**src/rtl/agg_pkg.sv**
```systemverilog
`timescale 1ns/1ps
package agg_pkg;

    localparam int ADDR_W  = 8;
    localparam int DATA_W  = 32;
    localparam int N_TGT   = 4;   // order: int core0, int core1, mchk core0, mchk core1

    localparam logic [ADDR_W-1:0] OFS_STATUS = 8'h00;
    localparam logic [ADDR_W-1:0] OFS_INT0   = 8'h10;
    localparam logic [ADDR_W-1:0] OFS_INT1   = 8'h14;
    localparam logic [ADDR_W-1:0] OFS_MC0    = 8'h18;
    localparam logic [ADDR_W-1:0] OFS_MC1    = 8'h1C;
    localparam logic [ADDR_W-1:0] OFS_INDEX  = 8'h20;

    typedef enum logic [2:0] {
        SEL_STATUS,
        SEL_INT0,
        SEL_INT1,
        SEL_MC0,
        SEL_MC1,
        SEL_INDEX,
        SEL_NONE
    } reg_sel_e;

    function automatic reg_sel_e decode_sel(input logic [ADDR_W-1:0] a);
        case (a)
            OFS_STATUS: return SEL_STATUS;
            OFS_INT0:   return SEL_INT0;
            OFS_INT1:   return SEL_INT1;
            OFS_MC0:    return SEL_MC0;
            OFS_MC1:    return SEL_MC1;
            OFS_INDEX:  return SEL_INDEX;
            default:    return SEL_NONE;
        endcase
    endfunction

    // Mask slot addressed by a selector, or -1 when it is not a mask.
    function automatic int mask_slot(input reg_sel_e s);
        case (s)
            SEL_INT0: return 0;
            SEL_INT1: return 1;
            SEL_MC0:  return 2;
            SEL_MC1:  return 3;
            default:  return -1;
        endcase
    endfunction

endpackage

```
**src/rtl/agg_sync.sv**
```systemverilog
`timescale 1ns/1ps
module agg_sync #(
    parameter int N      = 32,
    parameter int STAGES = 2,
    parameter logic [N-1:0] IMPL = '1
) (
    input  logic         clk,
    input  logic         rst,
    input  logic [N-1:0] d,
    output logic [N-1:0] q
);
    logic [N-1:0] chain [STAGES];

    generate
        for (genvar s = 0; s < STAGES; s++) begin : g_stage
            if (s == 0) begin : g_first
                always_ff @(posedge clk) begin
                    if (rst) chain[0] <= '0;
                    else     chain[0] <= d & IMPL;
                end
            end else begin : g_next
                always_ff @(posedge clk) begin
                    if (rst) chain[s] <= '0;
                    else     chain[s] <= chain[s-1];
                end
            end
        end
    endgenerate

    assign q = chain[STAGES-1];

endmodule

```
**src/rtl/agg_regs.sv**
```systemverilog
`timescale 1ns/1ps
module agg_regs
    import agg_pkg::*;
#(
    parameter int N = 32,
    parameter logic [N-1:0] IMPL = '1
) (
    input  logic                     clk,
    input  logic                     rst,
    input  logic                     wr,
    input  reg_sel_e                 sel,
    input  logic [DATA_W-1:0]        wdata,
    output logic [N_TGT-1:0][N-1:0]  masks
);
    generate
        for (genvar t = 0; t < N_TGT; t++) begin : g_mask
            always_ff @(posedge clk) begin
                if (rst)
                    masks[t] <= '0;
                else if (wr && mask_slot(sel) == t)
                    masks[t] <= wdata[N-1:0] & IMPL;
            end

            AST_MASK_WRITE: assert property (@(posedge clk) disable iff (rst)
                (wr && mask_slot(sel) == t) |=> (masks[t] == ($past(wdata[N-1:0]) & IMPL)))
                else $error("mask write not stored");
        end
    endgenerate

    AST_IGNORED_WRITE: assert property (@(posedge clk) disable iff (rst)
        (wr && mask_slot(sel) < 0) |=> $stable(masks))
        else $error("non-mask write changed a mask");

    AST_MASK_CLEARED: assert property (@(posedge clk) disable iff (rst)
        $past(rst) |-> (masks == '0))
        else $error("mask not cleared by reset");

endmodule

```
**src/rtl/agg_prio.sv**
```systemverilog
`timescale 1ns/1ps
module agg_prio #(
    parameter int N  = 32,
    parameter int IW = (N > 1) ? $clog2(N) : 1
) (
    input  logic          clk,
    input  logic          rst,
    input  logic [N-1:0]  vec,
    output logic          valid,
    output logic [IW-1:0] idx
);
    always_comb begin
        valid = 1'b0;
        idx   = '0;
        for (int i = 0; i < N; i++) begin
            if (vec[i]) begin
                valid = 1'b1;
                idx   = IW'(i);
            end
        end
    end

    AST_INDEX_SET: assert property (@(posedge clk) disable iff (rst)
        valid |-> vec[idx])
        else $error("reported index not pending");

    AST_INDEX_TOP: assert property (@(posedge clk) disable iff (rst)
        valid |-> ((vec >> idx) == N'(1)))
        else $error("higher pending bit skipped");

    AST_INDEX_EMPTY: assert property (@(posedge clk) disable iff (rst)
        (vec == '0) |-> (!valid && idx == '0))
        else $error("index reported with nothing pending");

endmodule

```
**src/rtl/agg_route.sv**
```systemverilog
`timescale 1ns/1ps
module agg_route
    import agg_pkg::*;
#(
    parameter int N = 32
) (
    input  logic                     clk,
    input  logic                     rst,
    input  logic [N-1:0]             status,
    input  logic [N_TGT-1:0][N-1:0]  masks,
    output logic [N_TGT-1:0]         lines
);
    generate
        for (genvar t = 0; t < N_TGT; t++) begin : g_tgt
            always_ff @(posedge clk) begin
                if (rst) lines[t] <= 1'b0;
                else     lines[t] <= |(status & masks[t]);
            end

            AST_LINE_TRACKS: assert property (@(posedge clk) disable iff (rst)
                !$past(rst) |-> (lines[t] == ($past(status & masks[t]) != '0)))
                else $error("output does not follow enabled level");
        end
    endgenerate

    AST_QUIET_AFTER_RESET: assert property (@(posedge clk) disable iff (rst)
        $past(rst) |-> (lines == '0))
        else $error("output high after reset");

endmodule

```
**src/rtl/lvl_irq_agg.sv**
```systemverilog
`timescale 1ns/1ps
module lvl_irq_agg
    import agg_pkg::*;
#(
    parameter int N_SRC = 32,
    parameter logic [N_SRC-1:0] SRC_IMPL = 32'h0001_FFFF,
    parameter int SYNC_STAGES = 2
) (
    input  logic              clk,
    input  logic              rst,
    input  logic [N_SRC-1:0]  irq_in,
    input  logic [ADDR_W-1:0] reg_addr,
    input  logic              reg_wr,
    input  logic [DATA_W-1:0] reg_wdata,
    output logic [DATA_W-1:0] reg_rdata,
    output logic [1:0]        int_out,
    output logic [1:0]        mchk_out
);
    localparam int IW = (N_SRC > 1) ? $clog2(N_SRC) : 1;

    logic [N_SRC-1:0]            status;
    logic [N_TGT-1:0][N_SRC-1:0] masks;
    logic [N_TGT-1:0]            lines;
    logic                        top_valid;
    logic [IW-1:0]               top_idx;
    reg_sel_e                    sel;

    assign sel = decode_sel(reg_addr);

    agg_sync #(.N(N_SRC), .STAGES(SYNC_STAGES), .IMPL(SRC_IMPL)) u_sync (
        .clk (clk),
        .rst (rst),
        .d   (irq_in),
        .q   (status)
    );

    agg_regs #(.N(N_SRC), .IMPL(SRC_IMPL)) u_regs (
        .clk   (clk),
        .rst   (rst),
        .wr    (reg_wr),
        .sel   (sel),
        .wdata (reg_wdata),
        .masks (masks)
    );

    agg_prio #(.N(N_SRC), .IW(IW)) u_prio (
        .clk   (clk),
        .rst   (rst),
        .vec   (status & masks[0]),
        .valid (top_valid),
        .idx   (top_idx)
    );

    agg_route #(.N(N_SRC)) u_route (
        .clk    (clk),
        .rst    (rst),
        .status (status),
        .masks  (masks),
        .lines  (lines)
    );

    assign int_out  = lines[1:0];
    assign mchk_out = lines[3:2];

    always_comb begin
        reg_rdata = '0;
        case (sel)
            SEL_STATUS: reg_rdata[N_SRC-1:0] = status;
            SEL_INT0:   reg_rdata[N_SRC-1:0] = masks[0];
            SEL_INT1:   reg_rdata[N_SRC-1:0] = masks[1];
            SEL_MC0:    reg_rdata[N_SRC-1:0] = masks[2];
            SEL_MC1:    reg_rdata[N_SRC-1:0] = masks[3];
            SEL_INDEX:  reg_rdata[IW:0]      = {top_valid, top_idx};
            default:    reg_rdata = '0;
        endcase
    end

    AST_STATUS_RSVD: assert property (@(posedge clk) disable iff (rst)
        (sel == SEL_STATUS) |-> ((reg_rdata[N_SRC-1:0] & ~SRC_IMPL) == '0))
        else $error("unimplemented status bit set");

    AST_STATUS_LAG: assert property (@(posedge clk) disable iff (rst)
        (!$past(rst, 2) && !$past(rst)) |-> (status == ($past(irq_in, 2) & SRC_IMPL)))
        else $error("status not two edges behind input");

    AST_SHARED_SOURCE: assert property (@(posedge clk) disable iff (rst)
        (!$past(rst) && ($past(status & masks[0] & masks[2]) != '0)) |-> (int_out[0] && mchk_out[0]))
        else $error("shared source did not raise both lines");

endmodule

```
**config.mk**
```make
export PLATFORM = sky130hd
export DESIGN_NAME = lvl_irq_agg
export DESIGN_NICKNAME = d
export VERILOG_FILES = /design/src/rtl/agg_pkg.sv /design/src/rtl/agg_sync.sv /design/src/rtl/agg_regs.sv /design/src/rtl/agg_prio.sv /design/src/rtl/agg_route.sv /design/src/rtl/lvl_irq_agg.sv
export SDC_FILE = /design/constraint.sdc
export NUM_CORES = 1
export LEC_CHECK = 0
export BUFFER_PORTS_ARGS = -buffer_cell sky130_fd_sc_hd__buf_2
export CAP_MARGIN = 20
export CORE_ASPECT_RATIO = 1.25
export CORE_UTILIZATION = 40
export DETAILED_ROUTE_END_ITERATION = 10
export PLACE_DENSITY = 0.64
export SYNTH_ARGS = -nofsm -noshare
export SYNTH_HDL_FRONTEND = slang
export SYNTH_SLANG_ARGS = --single-unit
```
**constraint.sdc**
```tcl
create_clock -name clk -period 7.85 [get_ports clk]
set_input_delay 1.57 -clock clk [delete_from_list [all_inputs] [get_ports clk]]
set_output_delay 1.57 -clock clk [all_outputs]
set_load 0.01 [all_outputs]
```
; ---- Yosys cells after proc, flatten, opt, wreduce, memory -nomap -nowiden
; Memories as Yosys holds them, arrays and structs flattened.
; Index checks and enable logic that the tools add are counted.
[word_totals]
reg_bits = 72
latchBits = 0
ram_bits = 64
mem_bits_ro = 0
input_bits = 75
out_inout_bits = 36
memories = 1
[mem_list]
columns = memory, words, word_bits, rd, rd_clocked_by_memory_dff, write_ports, line
row1 = u_sync.chain, 2, 32, 2, 0, 2, agg_sync.sv:12  ; logic [N-1:0] chain [STAGES];
[classes]
add_sub_neg = 0
mul = 0
n_div = 0
order_cmp = 0
eq_ne = 13
shift = 0
n_mux = 73
bitwise = 6
reduce_logical = 11
[op_table]
columns = cell, n
row1 = $pmux 26 s5, 1
row2 = $and 32x17->32, 4
row3 = $pmux 32 s4, 1
row4 = $reduce_or 32->1, 4
row5 = $mux 32, 3
row6 = $mux 5, 16
row7 = $eq 32x3->1 const B, 2
row8 = $mux 1, 36
row9 = $pmux 6 s6, 1
row10 = $eq 32x2->1 const B, 1
row11 = $eq 8x5->1 const B, 4
row12 = $logic_not 32->1, 1
row13 = $mux 4, 8
row14 = $pmux 3 s6, 1
row15 = $mux 3, 4
row16 = $eq 8x6->1 const B, 1
row17 = $logic_not 8->1, 1
row18 = $eq 3x2->1 const B, 2
row19 = $eq 3x3->1 const B, 2
row20 = $logic_and 1x1->1, 4
row21 = $mux 2, 2
row22 = $eq 3x1->1 const B, 1
row23 = $logic_not 3->1, 1
row24 = $or 1x1->1, 2

; ---- Logic depth before layout (Yosys ltp)
; Gate-level depths: netlist of run 1.
; An unclocked memory read counts as a cell.
[depth]
word_depth = 35
mapped_depth = 13
depth_no_buf = 9

; ---- Modules after synthesis
; From an unflattened synthesis of run 1, not the netlist that was laid out.
[hier_totals]
hier_cells = 813
area_unflattened_um2 = 7018.0
[by_module_without_submodules]
columns = module, instances, cells_per_inst, area_per_inst_um2, seq_area_each_um2
row1 = agg_regs, 1, 306, 3223.1, 1361.3
row2 = lvl_irq_agg, 1, 269, 1669.1, 0.0
row3 = agg_sync, 1, 87, 1053.5, 680.7
row4 = agg_route, 1, 89, 714.4, 80.1
row5 = agg_prio, 1, 62, 357.8, 0.0

; ---- Worst setup path after synthesis of run 1
; OpenSTA, ideal clock, no wires.
[synth_timing]
path_type = input to output
start = input reg_addr[1]
end = output reg_rdata[1]
arrival_ns = 4.020
slack_ns = 2.260
stages = 11
n_path_buf = 3
path_cell_list = or4_4 buf_6 nor2_2 buf_2 nand2_1 ha_1 mux2_2 nor3_2 buf_2 a22oi_1 a21oi_1
[synth_between]
elab_chain_len = 4
elab_cells_between_ends = 14
cone_classes = 10 x eq/ne / 2 x mux / 2 x reduce/logical
[synth_lines]
columns = item, line
row1 = from (decl), lvl_irq_agg.sv:12  ; input logic [ADDR_W-1:0] reg_addr,
row2 = "$eq 8x6->1, or another cell as far along", agg_pkg.sv:26  ; case (a)
row3 = $pmux 3 s6 (*), agg_pkg.sv:26
row4 = "$eq 3x3->1, or another cell as far along", lvl_irq_agg.sv:67  ; case (sel)
row5 = $pmux 6 s6 (*), lvl_irq_agg.sv:67
row6 = to (decl), lvl_irq_agg.sv:15  ; output logic [DATA_W-1:0] reg_rdata,
; Mark *: on every way between the ends. The rest lies on a longest branch, timed or not.

; ---- Final worst setup path of run 1
[layout_timing]
start = input reg_addr[1]
end = output reg_rdata[7]
[layout_between]
elab_chain_len = 4
elab_cells_between_ends = 13
cone_classes = 9 x eq/ne / 2 x mux / 2 x reduce/logical
[layout_lines]
columns = item, line
row1 = "$eq 8x6->1, or another cell as far along", agg_pkg.sv:26
row2 = $pmux 3 s6 (*), agg_pkg.sv:26
row3 = "$eq 3x3->1, or another cell as far along", lvl_irq_agg.sv:67
row4 = $pmux 26 s5 (*), lvl_irq_agg.sv:67
; Marks and branches as above.

==> flow_summary.yaml, run 1 <==
pwr:
  power_density_nw_per_um2: 198
  p_sw_share_pct: 22.1
  combinationalPowerShare_pct: 4.5
  seqPwrFrac_pct: 50.7
  ir_drop_v: 0.000117
  power.total_w: 0.00109
  p_sw_w: 0.000242
  intPower_w: 0.000853
  p_leak_nw: 2.12
  clockPowerShare_pct: 44.8
setup_path:
  path_cells: "buf_2 > or4_4 > nor2_2 > nand2_1 > ha_1 > nand2b_1 > nor4_4 > a221o_1 > buf_2"
  r2r_slack_ps: 6300
  endpoint_kind: "primary output"
  cp_max_fo: 13
  crit_start: "reg_addr[1]"
  reg2reg_to: "u_route.lines[0]"
  rr_startpoint: "u_sync.chain[1][14]"
  worstPathRequired_ps: 6280
  critPathBufInv: 2
  reg2reg_depth: 4
  start_kind: "input pin"
  cp_slowest_stage_delay_ps: 750
  crit_type: "in -> out"
  crit_arrival_ps: 4870
  cpMostUsedCell: "buf_2"
  crit_family: "simple AND/OR/NAND/NOR gates"
  crit_slowest_cell: "nor4_4"
synthesis:
  synth.most_common_cell: "dfxtp_1"
  ys.flop_type: "dfxtp_1"
  synth_top_area_share_pct: 43.4
  ys_seq_elements: 106
  synthTopCellsByCount: "dfxtp_1 (106), nand2_1 (83), mux2i_1 (49), a21oi_1 (48), nor2_1 (42)"
  synth_warnings: 0
  syn_inst: 560
  ys_top_cells_by_area: "dfxtp_1 (43%), mux2i_1 (10%), nand2_1 (6.4%)"
  syn_avg_cell_area_sq_um: 8.74
  async_reset_ff_share_pct: 0
  ys_seq_area_share_pct: 43.4
  synth_top_cell_by_area: "dfxtp_1"
  synth.cell_area_sq_um: 4890
  synth_cell_types: 46
  synth_edf_count: 0
timing:
  period_needed_ps: 6440
  relSlewSlack_pct: 31.5
  report.final.slew_viol_count: 0
  fin_ws_ps: 1410
  worstMarginPinSlew_ps: 1030
  final.setup.tns_ps: 0
  rsz0062_at_grt: "false"
  fin_skew_ps: 6.52
  fin_crit_sh_pct: 82.1
  timing.fmax_ghz: 0.155
  report.final.hold_viol_count: 0
  finalSetupViolCount: 0
clock_network:
  clk_pin_slew_ps: 70
  cts_buffer_depth: 2
  cts_resized: 0
  cts_tree: "yes"
  cts.sinks: 106
  post-cts-setup-buffer-count: 0
  cts_made_buffers: 9
  htreeDepth: 3
  cts_hold_buf: 0
  clock_latency_ps: 350
  cts-root-buf: "clkbuf_16"
route:
  vias: 4406
  wl_microns: 14300
  drt_iter0_drc: 616
  wl_per_cell_microns: 18.6
  drt-vias-per-instance: 5.73
  ant_nets: 0
  drc: 0
  drt-pass1-iter-count: 6
grt:
  grt_max_degree: 107
  grt_antenna_before_repair: 0
  overflow: 0
  grtUsageMet2_pct: 38.2
  grt.busiest_layer: "met2"
  grt_pass1_wl_microns: 21900
  grt_pass1_vias: 4063
  use_met3_pct: 4.05
  grt_usage_pct: 22.7
  grt_util_met1_pct: 28.4
floorplanning:
  core.rowCount: 44
  coreArea_sq_um: 11800
  dieWidth_microns: 101
  die_area_sq_um: 12700
  boundaryPins: 111
  initial_core_util_pct: 41.5
  die_h_microns: 126
worst_hold_path:
  hold_path_class: "reg -> reg"
  hold_end: "u_sync.chain[1][12]"
  hold_depth: 1
  hold_start: "u_sync.chain[0][12]"
placement:
  hpwl_microns: 9700
  portBuffers: 65
  post-place-ws_ps: 1510
  placed_area_sq_um: 5200
  finalWeightedCongestion: 0.896
job:
  maxCapViolations: 0
final_layout:
  layout.nets: 679
  syn_to_final_growth_pct: 13.1
  final_cell_area_sq_um: 5530
  num_antenna_cells: 0
  drive_above_1_share_pct: 15.3
outcome:
  status: "completed"
[power groups by stage]
stage,Clock [W],Combinational (W),Sequential (W)
finish,0.000490,0.0000491,0.000555
floorplan,0,0.0000354,0.000562
global placement,0,0.0000479,0.000567
detailed placement,0,0.0000487,0.000567
global route,0.000517,0.0000540,0.000556
CTS,0.000495,0.0000489,0.000555
[flip-flops by register name, indices dropped and copies added (netlist names)]
| signal | cells |
|---|---|
| u_sync.chain | 34 |
| u_regs.masks | 68 |
| u_route.lines | 4 |
[how the worst max path moves through the flow]
stage / cells after the start / end
detailed placement: 9 / reg_rdata[7]
finish: 9 / reg_rdata[7]
global route: 9 / reg_rdata[7]
CTS: 9 / reg_rdata[7]
floorplan: 11 / reg_rdata[1]
global placement: 9 / reg_rdata[7]
[kinds of logic after synthesis]
family	count (synthesis)	share of synthesized area, %
buffers and inverters	51	6.16
AO/OA/AOI/OAI	134	17.8
other	1	0.0767
adder cells (fa/ha/maj)	1	0.256
AND/OR/NAND/NOR	215	21.7
XOR/XNOR	1	0.179
multiplexers	51	10.5
flip-flops	106	43.4
[area by class of cell]
| class | count | area [sq um] |
|---|---|---|
| clock inverters | 5 | 85.1 |
| clock buffers | 11 | 243 |
| repair buffers | 68 | 350 |
| fillers | 1181 | 6250 |
| well taps | 161 | 201 |
| flip-flops and latches | 106 | 2120 |
| inverters | 1 | 3.75 |
| multi-input cells | 417 | 2530 |
[through the flow]
step / instances / hold slack, ps / util (%)
final: 769 / 437 / 47.0
after floorplan: 574 / 414 / -
after CTS: 769 / 438 / 47.0
after global routing: 769 / 459 / 47.0
after global placement: 753 / 422 / 44.2
after detailed placement: 753 / 421 / 44.2
[routing by layer]
metal	part of all wire, %	wire, microns
met5	0	0
met4	2.9	415
met3	8.3	1180
met2	49	6980
met1	40	5690
[cells in the final DEF (no fill, tap or decap), drive strengths merged, types with 6 or more instances in the layout]
| cell | count |
|---|---|
| buf | 68 |
| nand3 | 22 |
| nor2 | 43 |
| nor2b | 40 |
| conb | 15 |
| dfxtp | 106 |
| a21oi | 48 |
| a31oi | 6 |
| a22oi | 30 |
| o21ai | 20 |
| clkbuf | 11 |
| nand2 | 85 |
| mux2i | 49 |
| a221o | 10 |
No activity file was read; power rests on OpenSTA's default activity.
==> run 2, diff against run 1 <==
Clock period 7.85 ns to 6.75 ns, I/O delays scaled along.
==> run 2 against run 1 <==
Largest cell class unchanged. Routed wire length is 2.3% lower. Register-to-register slack worse by 1000 ps. Non-clock buffer count rose by 1. Via count down 0.39%. Clock skew is 1.3 ps lower. Hold slack barely moved. Flip-flop and latch count stayed put.
==> flow_summary.yaml, run 2 (same netlist as run 1, synthesis figures left out) <==
setup_path:
  r2r_slack_ps: 5260
  endpoint_kind: "primary output"
  rr_startpoint: "u_sync.chain[1][11]"
  start_kind: "input pin"
  cp_max_fo: 30
  crit_arrival_ps: 4440
  crit_type: "in -> out"
  reg2reg_to: "u_route.lines[0]"
  reg2reg_depth: 4
  worstPathRequired_ps: 5400
final_layout:
  largest-register: "u_regs.masks"
  num_antenna_cells: 0
  layout_commonest_cell: "dfxtp_1"
  reg_top3: "u_regs.masks: 68 flops, u_sync.chain: 34 flops, u_route.lines: 4 flops"
  syn_to_final_growth_pct: 13.0
  layout.nets: 680
  drive_above_1_share_pct: 15.5
  largest_reg_flops: 68
  final_cell_mix: "dfxtp_1 (106), nand2_1 (83), buf_2 (64), mux2i_1 (49), a21oi_1 (48)"
clock_network:
  cts-root-buf: "clkbuf_16"
  post-cts-setup-buffer-count: 0
  cts_tree: "yes"
  clk_pin_slew_ps: 70
  htreeDepth: 3
  cts_hold_buf: 0
  cts_buffer_depth: 2
  cts.sinks: 106
  cts_resized: 0
  clock_latency_ps: 350
  cts_made_buffers: 9
route:
  drt_iter0_drc: 398
  drt-pass1-iter-count: 6
  wl_microns: 13900
  drt-vias-per-instance: 5.71
  drc: 0
  wl_per_cell_microns: 18.1
  vias: 4389
  ant_nets: 0
floorplanning:
  die_area_sq_um: 12700
  dieWidth_microns: 101
  die_h_microns: 126
  initial_core_util_pct: 41.5
  core.rowCount: 44
  coreArea_sq_um: 11800
  boundaryPins: 111
worst_hold_path:
  hold_path_class: "reg -> reg"
  hold_end: "u_sync.chain[1][9]"
  hold_depth: 1
  hold_start: "u_sync.chain[0][9]"
timing:
  worstMarginPinSlew_ps: 1040
  final.setup.tns_ps: 0
  holdWs_ps: 437
  finalSetupViolCount: 0
  relSlewSlack_pct: 30.4
  report.final.slew_viol_count: 0
  rsz0062_at_grt: "false"
  timing.fmax_ghz: 0.173
  report.final.hold_viol_count: 0
  fin_crit_sh_pct: 85.8
  fin_skew_ps: 5.22
  period_needed_ps: 5790
grt:
  grt_pass1_wl_microns: 22200
  grt_max_degree: 107
  grt_usage_pct: 22.9
  overflow: 0
  grt_pass1_vias: 4135
  grt_antenna_before_repair: 0
outcome:
  status: "completed"
placement:
  hpwl_microns: 9530
  portBuffers: 65
  finalWeightedCongestion: 0.944
job:
  maxCapViolations: 0
pwr:
  ir_drop_v: 0.000153
  p_leak_nw: 2.12
  power_density_nw_per_um2: 228
run 2: per-layer routing:
layer | vias up | wire length (microns) | global-route usage, %
met4 | 0 | 368 | 10.5
li1 | 2047 | - | -
met3 | 31 | 1250 | 5.60
met2 | 230 | 6790 | 37.6
met1 | 2081 | 5540 | 28.2
met5 | - | 0 | 0
run 2: final cells by class:
cell class,instances,area (sq um)
fillers,1197,6250
multi-input cells,417,2530
flip-flops and latches,106,2120
repair buffers,69,358
clock buffers,9,225
well taps,161,201
clock inverters,6,90.1
inverters,1,3.75
run 2: worst max-delay path: stages:
cell and delay (ps):
buf_2 340, nor4b_1 550, o21ai_0 170, ha_1 370, nand2b_1 410, nor4_4 780
a221o_1 320, buf_2 150
run 2: worst max path at each step:
stage | startpoint | endpoint | cells past startpoint | slack (ps)
after floorplan | reg_addr[1] | reg_rdata[1] | 11 | 1600
after global placement | reg_addr[3] | reg_rdata[13] | 9 | 1120
after detailed placement | reg_addr[3] | reg_rdata[13] | 9 | 1050
after CTS | reg_addr[3] | reg_rdata[13] | 8 | 1040
after global routing | reg_addr[3] | reg_rdata[14] | 9 | 570
final | reg_addr[3] | reg_rdata[13] | 8 | 960
run 2: where the power goes:
| part | internal, W | switching, W | total (W) |
|---|---|---|---|
| clock network | 0.000325 | 0.000233 | 0.000558 |
| logic | 0.0000200 | 0.0000369 | 0.0000569 |
| registers | 0.000635 | 0.0000108 | 0.000645 |
run 2: per-stage QoR:
step / util, % / setup slack, ps / std cells / area, sq um / power, W
2_1_floorplan: - / 1600 / 574 / 4940 / 0.000695
3_3_place_gp: 44.2 / 1120 / 754 / 5210 / 0.000715
3_5_place_dp: 44.2 / 1050 / 754 / 5210 / 0.000716
4_1_cts: 46.9 / 1040 / 769 / 5530 / 0.00127
5_1_grt: 46.9 / 570 / 769 / 5530 / 0.00130
6_report: 46.9 / 959 / 769 / 5530 / 0.00126
==> run 3, diff against run 2 <==
Settings changed: BUFFER_PORTS_ARGS -buffer_cell sky130_fd_sc_hd__buf_2 to -buffer_cell sky130_fd_sc_hd__buf_4, CORE_ASPECT_RATIO 1.25 to not set.
==> run 3 against run 2 <==
Combinational power is 12% higher. Hold slack lost 2.6 ps. Power fell by 0.50%. Via count increased by 0.43%. Sequential power is essentially flat. Flip-flop and latch count stayed put.
==> flow_summary.yaml, run 3 (same netlist as run 1, synthesis figures left out) <==
pwr:
  p_leak_nw: 2.16
  ir_drop_v: 0.000138
  intPower_w: 0.000972
  combinationalPowerShare_pct: 5.1
  p_sw_w: 0.000282
  seqPwrFrac_pct: 51.5
  power_density_nw_per_um2: 221
  clockPowerShare_pct: 43.4
  p_sw_share_pct: 22.5
final_layout:
  largest-register: "u_regs.masks"
  syn_to_final_growth_pct: 16.0
  reg_top3: "u_regs.masks: 68 flops, u_sync.chain: 34 flops, u_route.lines: 4 flops"
  stdcell_count: 757
  drive_above_1_share_pct: 15.6
  final_util_pct: 47.4
  final_cell_mix: "dfxtp_1 (106), nand2_1 (83), buf_4 (70), mux2i_1 (49), a21oi_1 (48)"
  layout.nets: 681
  largest_reg_flops: 68
  layout_commonest_cell: "dfxtp_1"
  fillers: 1169
  num_antenna_cells: 0
timing:
  fin_skew_ps: 8.75
  report.final.hold_viol_count: 0
  fin_crit_sh_pct: 83.7
  timing.fmax_ghz: 0.177
  period_needed_ps: 5650
  report.final.slew_viol_count: 0
  relSlewSlack_pct: 29.3
  final.setup.tns_ps: 0
  worstMarginPinSlew_ps: 1060
  rsz0062_at_grt: "false"
  finalSetupViolCount: 0
clock_network:
  clk_pin_slew_ps: 60
  htreeDepth: 3
  cts.sinks: 106
  cts_resized: 0
  cts_buffer_depth: 2
  cts-root-buf: "clkbuf_16"
  cts_made_buffers: 9
  post-cts-setup-buffer-count: 0
  cts_tree: "yes"
  clock_latency_ps: 360
  cts_hold_buf: 0
setup_path:
  cpMostUsedCell: "buf_4"
  rr_startpoint: "u_sync.chain[1][11]"
  r2r_slack_ps: 5150
  start_kind: "input pin"
  reg2reg_to: "u_route.lines[0]"
  crit_slowest_cell: "nor3_2"
  cp_slowest_stage_delay_ps: 680
  critPathBufInv: 2
  endpoint_kind: "primary output"
  cp_max_fo: 12
  worstSetupEndpoint: "reg_rdata[1]"
  crit_family: "simple AND/OR/NAND/NOR gates"
  crit_type: "in -> out"
  worstPathRequired_ps: 5400
  reg2reg_depth: 4
  crit_start: "reg_addr[1]"
  path_cells: "buf_4 > or4_4 > nor2_2 > nand2_1 > ha_1 > mux2_2 > nor3_2 > a22oi_1 > a21oi_1 > buf_4"
  crit_arrival_ps: 4300
  cp.depth: 10
placement:
  portBuffers: 65
  finalWeightedCongestion: 0.957
  hpwl_microns: 9660
  dp_cells: 741
route:
  wl_microns: 14200
  vias: 4408
  wl_per_cell_microns: 18.7
  drt-vias-per-instance: 5.82
  drt-pass1-iter-count: 8
  drt_iter0_drc: 564
  drc: 0
  ant_nets: 0
grt:
  grt_pass1_wl_microns: 21700
  grt_usage_pct: 22.6
  overflow: 0
  grt_pass1_vias: 3887
  grt_antenna_before_repair: 0
  grt_max_degree: 107
floorplanning:
  core.rowCount: 40
  die_area_sq_um: 12700
  initial_core_util_pct: 40.9
  dieWidth_microns: 113
  boundaryPins: 111
  die_h_microns: 113
  coreArea_sq_um: 12000
job:
  maxCapViolations: 0
outcome:
  status: "completed"
worst_hold_path:
  hold_depth: 1
  hold_path_class: "reg -> reg"
## run 3: changes by cell type in the layout (fill, tap and decap cells not counted)
cell	change
buf_4	+65
bufinv_16	-1
buf_2	-64
clkinv_2	-1
clkbuf_1	+1
clkbuf_8	+2
## run 3: cell type report
cell class / count / area, sq um / share of cell area [%]
clock buffers: 12 / 256 / 4.52
clock inverters: 4 / 55.1 / 0.970
inverters: 1 / 3.75 / 0.0662
multi-input cells: 417 / 2530 / 44.5
flip-flops and latches: 106 / 2120 / 37.4
well taps: 147 / 184 / 3.24
repair buffers: 70 / 526 / 9.26
## run 3: worst register-to-register path, cell delays in order, from the launching register on
cell	delay [ps]
dfxtp_1	420
a22oi_1	340
nand4_1	200
nand4b_1	300
nor2b_1	180
## run 3: worst min-delay path by stage
| stage | to | slack (ps) | startpoint |
|---|---|---|---|
| finish | u_sync.chain[1][13] | 430 | u_sync.chain[0][13] |
| global route | u_sync.chain[1][15] | 450 | u_sync.chain[0][15] |
| CTS | u_sync.chain[1][13] | 440 | u_sync.chain[0][13] |
| detailed placement | u_sync.chain[1][12] | 420 | u_sync.chain[0][12] |
| global placement | u_sync.chain[1][8] | 420 | u_sync.chain[0][8] |
| floorplan | u_sync.chain[1][0] | 410 | u_sync.chain[0][0] |
## run 3: power groups by stage
stage	Sequential [W]	Combinational [W]	Clock, W
after floorplan	0.000654	0.0000412	0
after global placement	0.000659	0.0000625	0
after detailed placement	0.000659	0.0000635	0
after CTS	0.000645	0.0000637	0.000557
after global routing	0.000646	0.0000692	0.000576
final	0.000646	0.0000639	0.000544
## run 3: stage by stage
| step | worst slack (ps) | instance area, sq um | total power [W] | hold WS [ps] |
|---|---|---|---|---|
| 6_report | 1100 | 5670 | 0.00125 | 435 |
| 5_1_grt | 984 | 5670 | 0.00129 | 455 |
| 4_1_cts | 1170 | 5670 | 0.00127 | 437 |
| 3_5_place_dp | 1170 | 5360 | 0.000723 | 421 |
| 3_3_place_gp | 1210 | 5360 | 0.000722 | 422 |
| 2_1_floorplan | 1600 | 4940 | 0.000695 | 414 |
## run 3: per-layer routing
metal	part of all wire, %	vias to the layer above	track usage, %
met5	0	-	0
met4	2.6	0	8.62
met3	9.6	39	5.94
met2	45	278	34.8
met1	43	2043	30.2
li1	-	2048	-
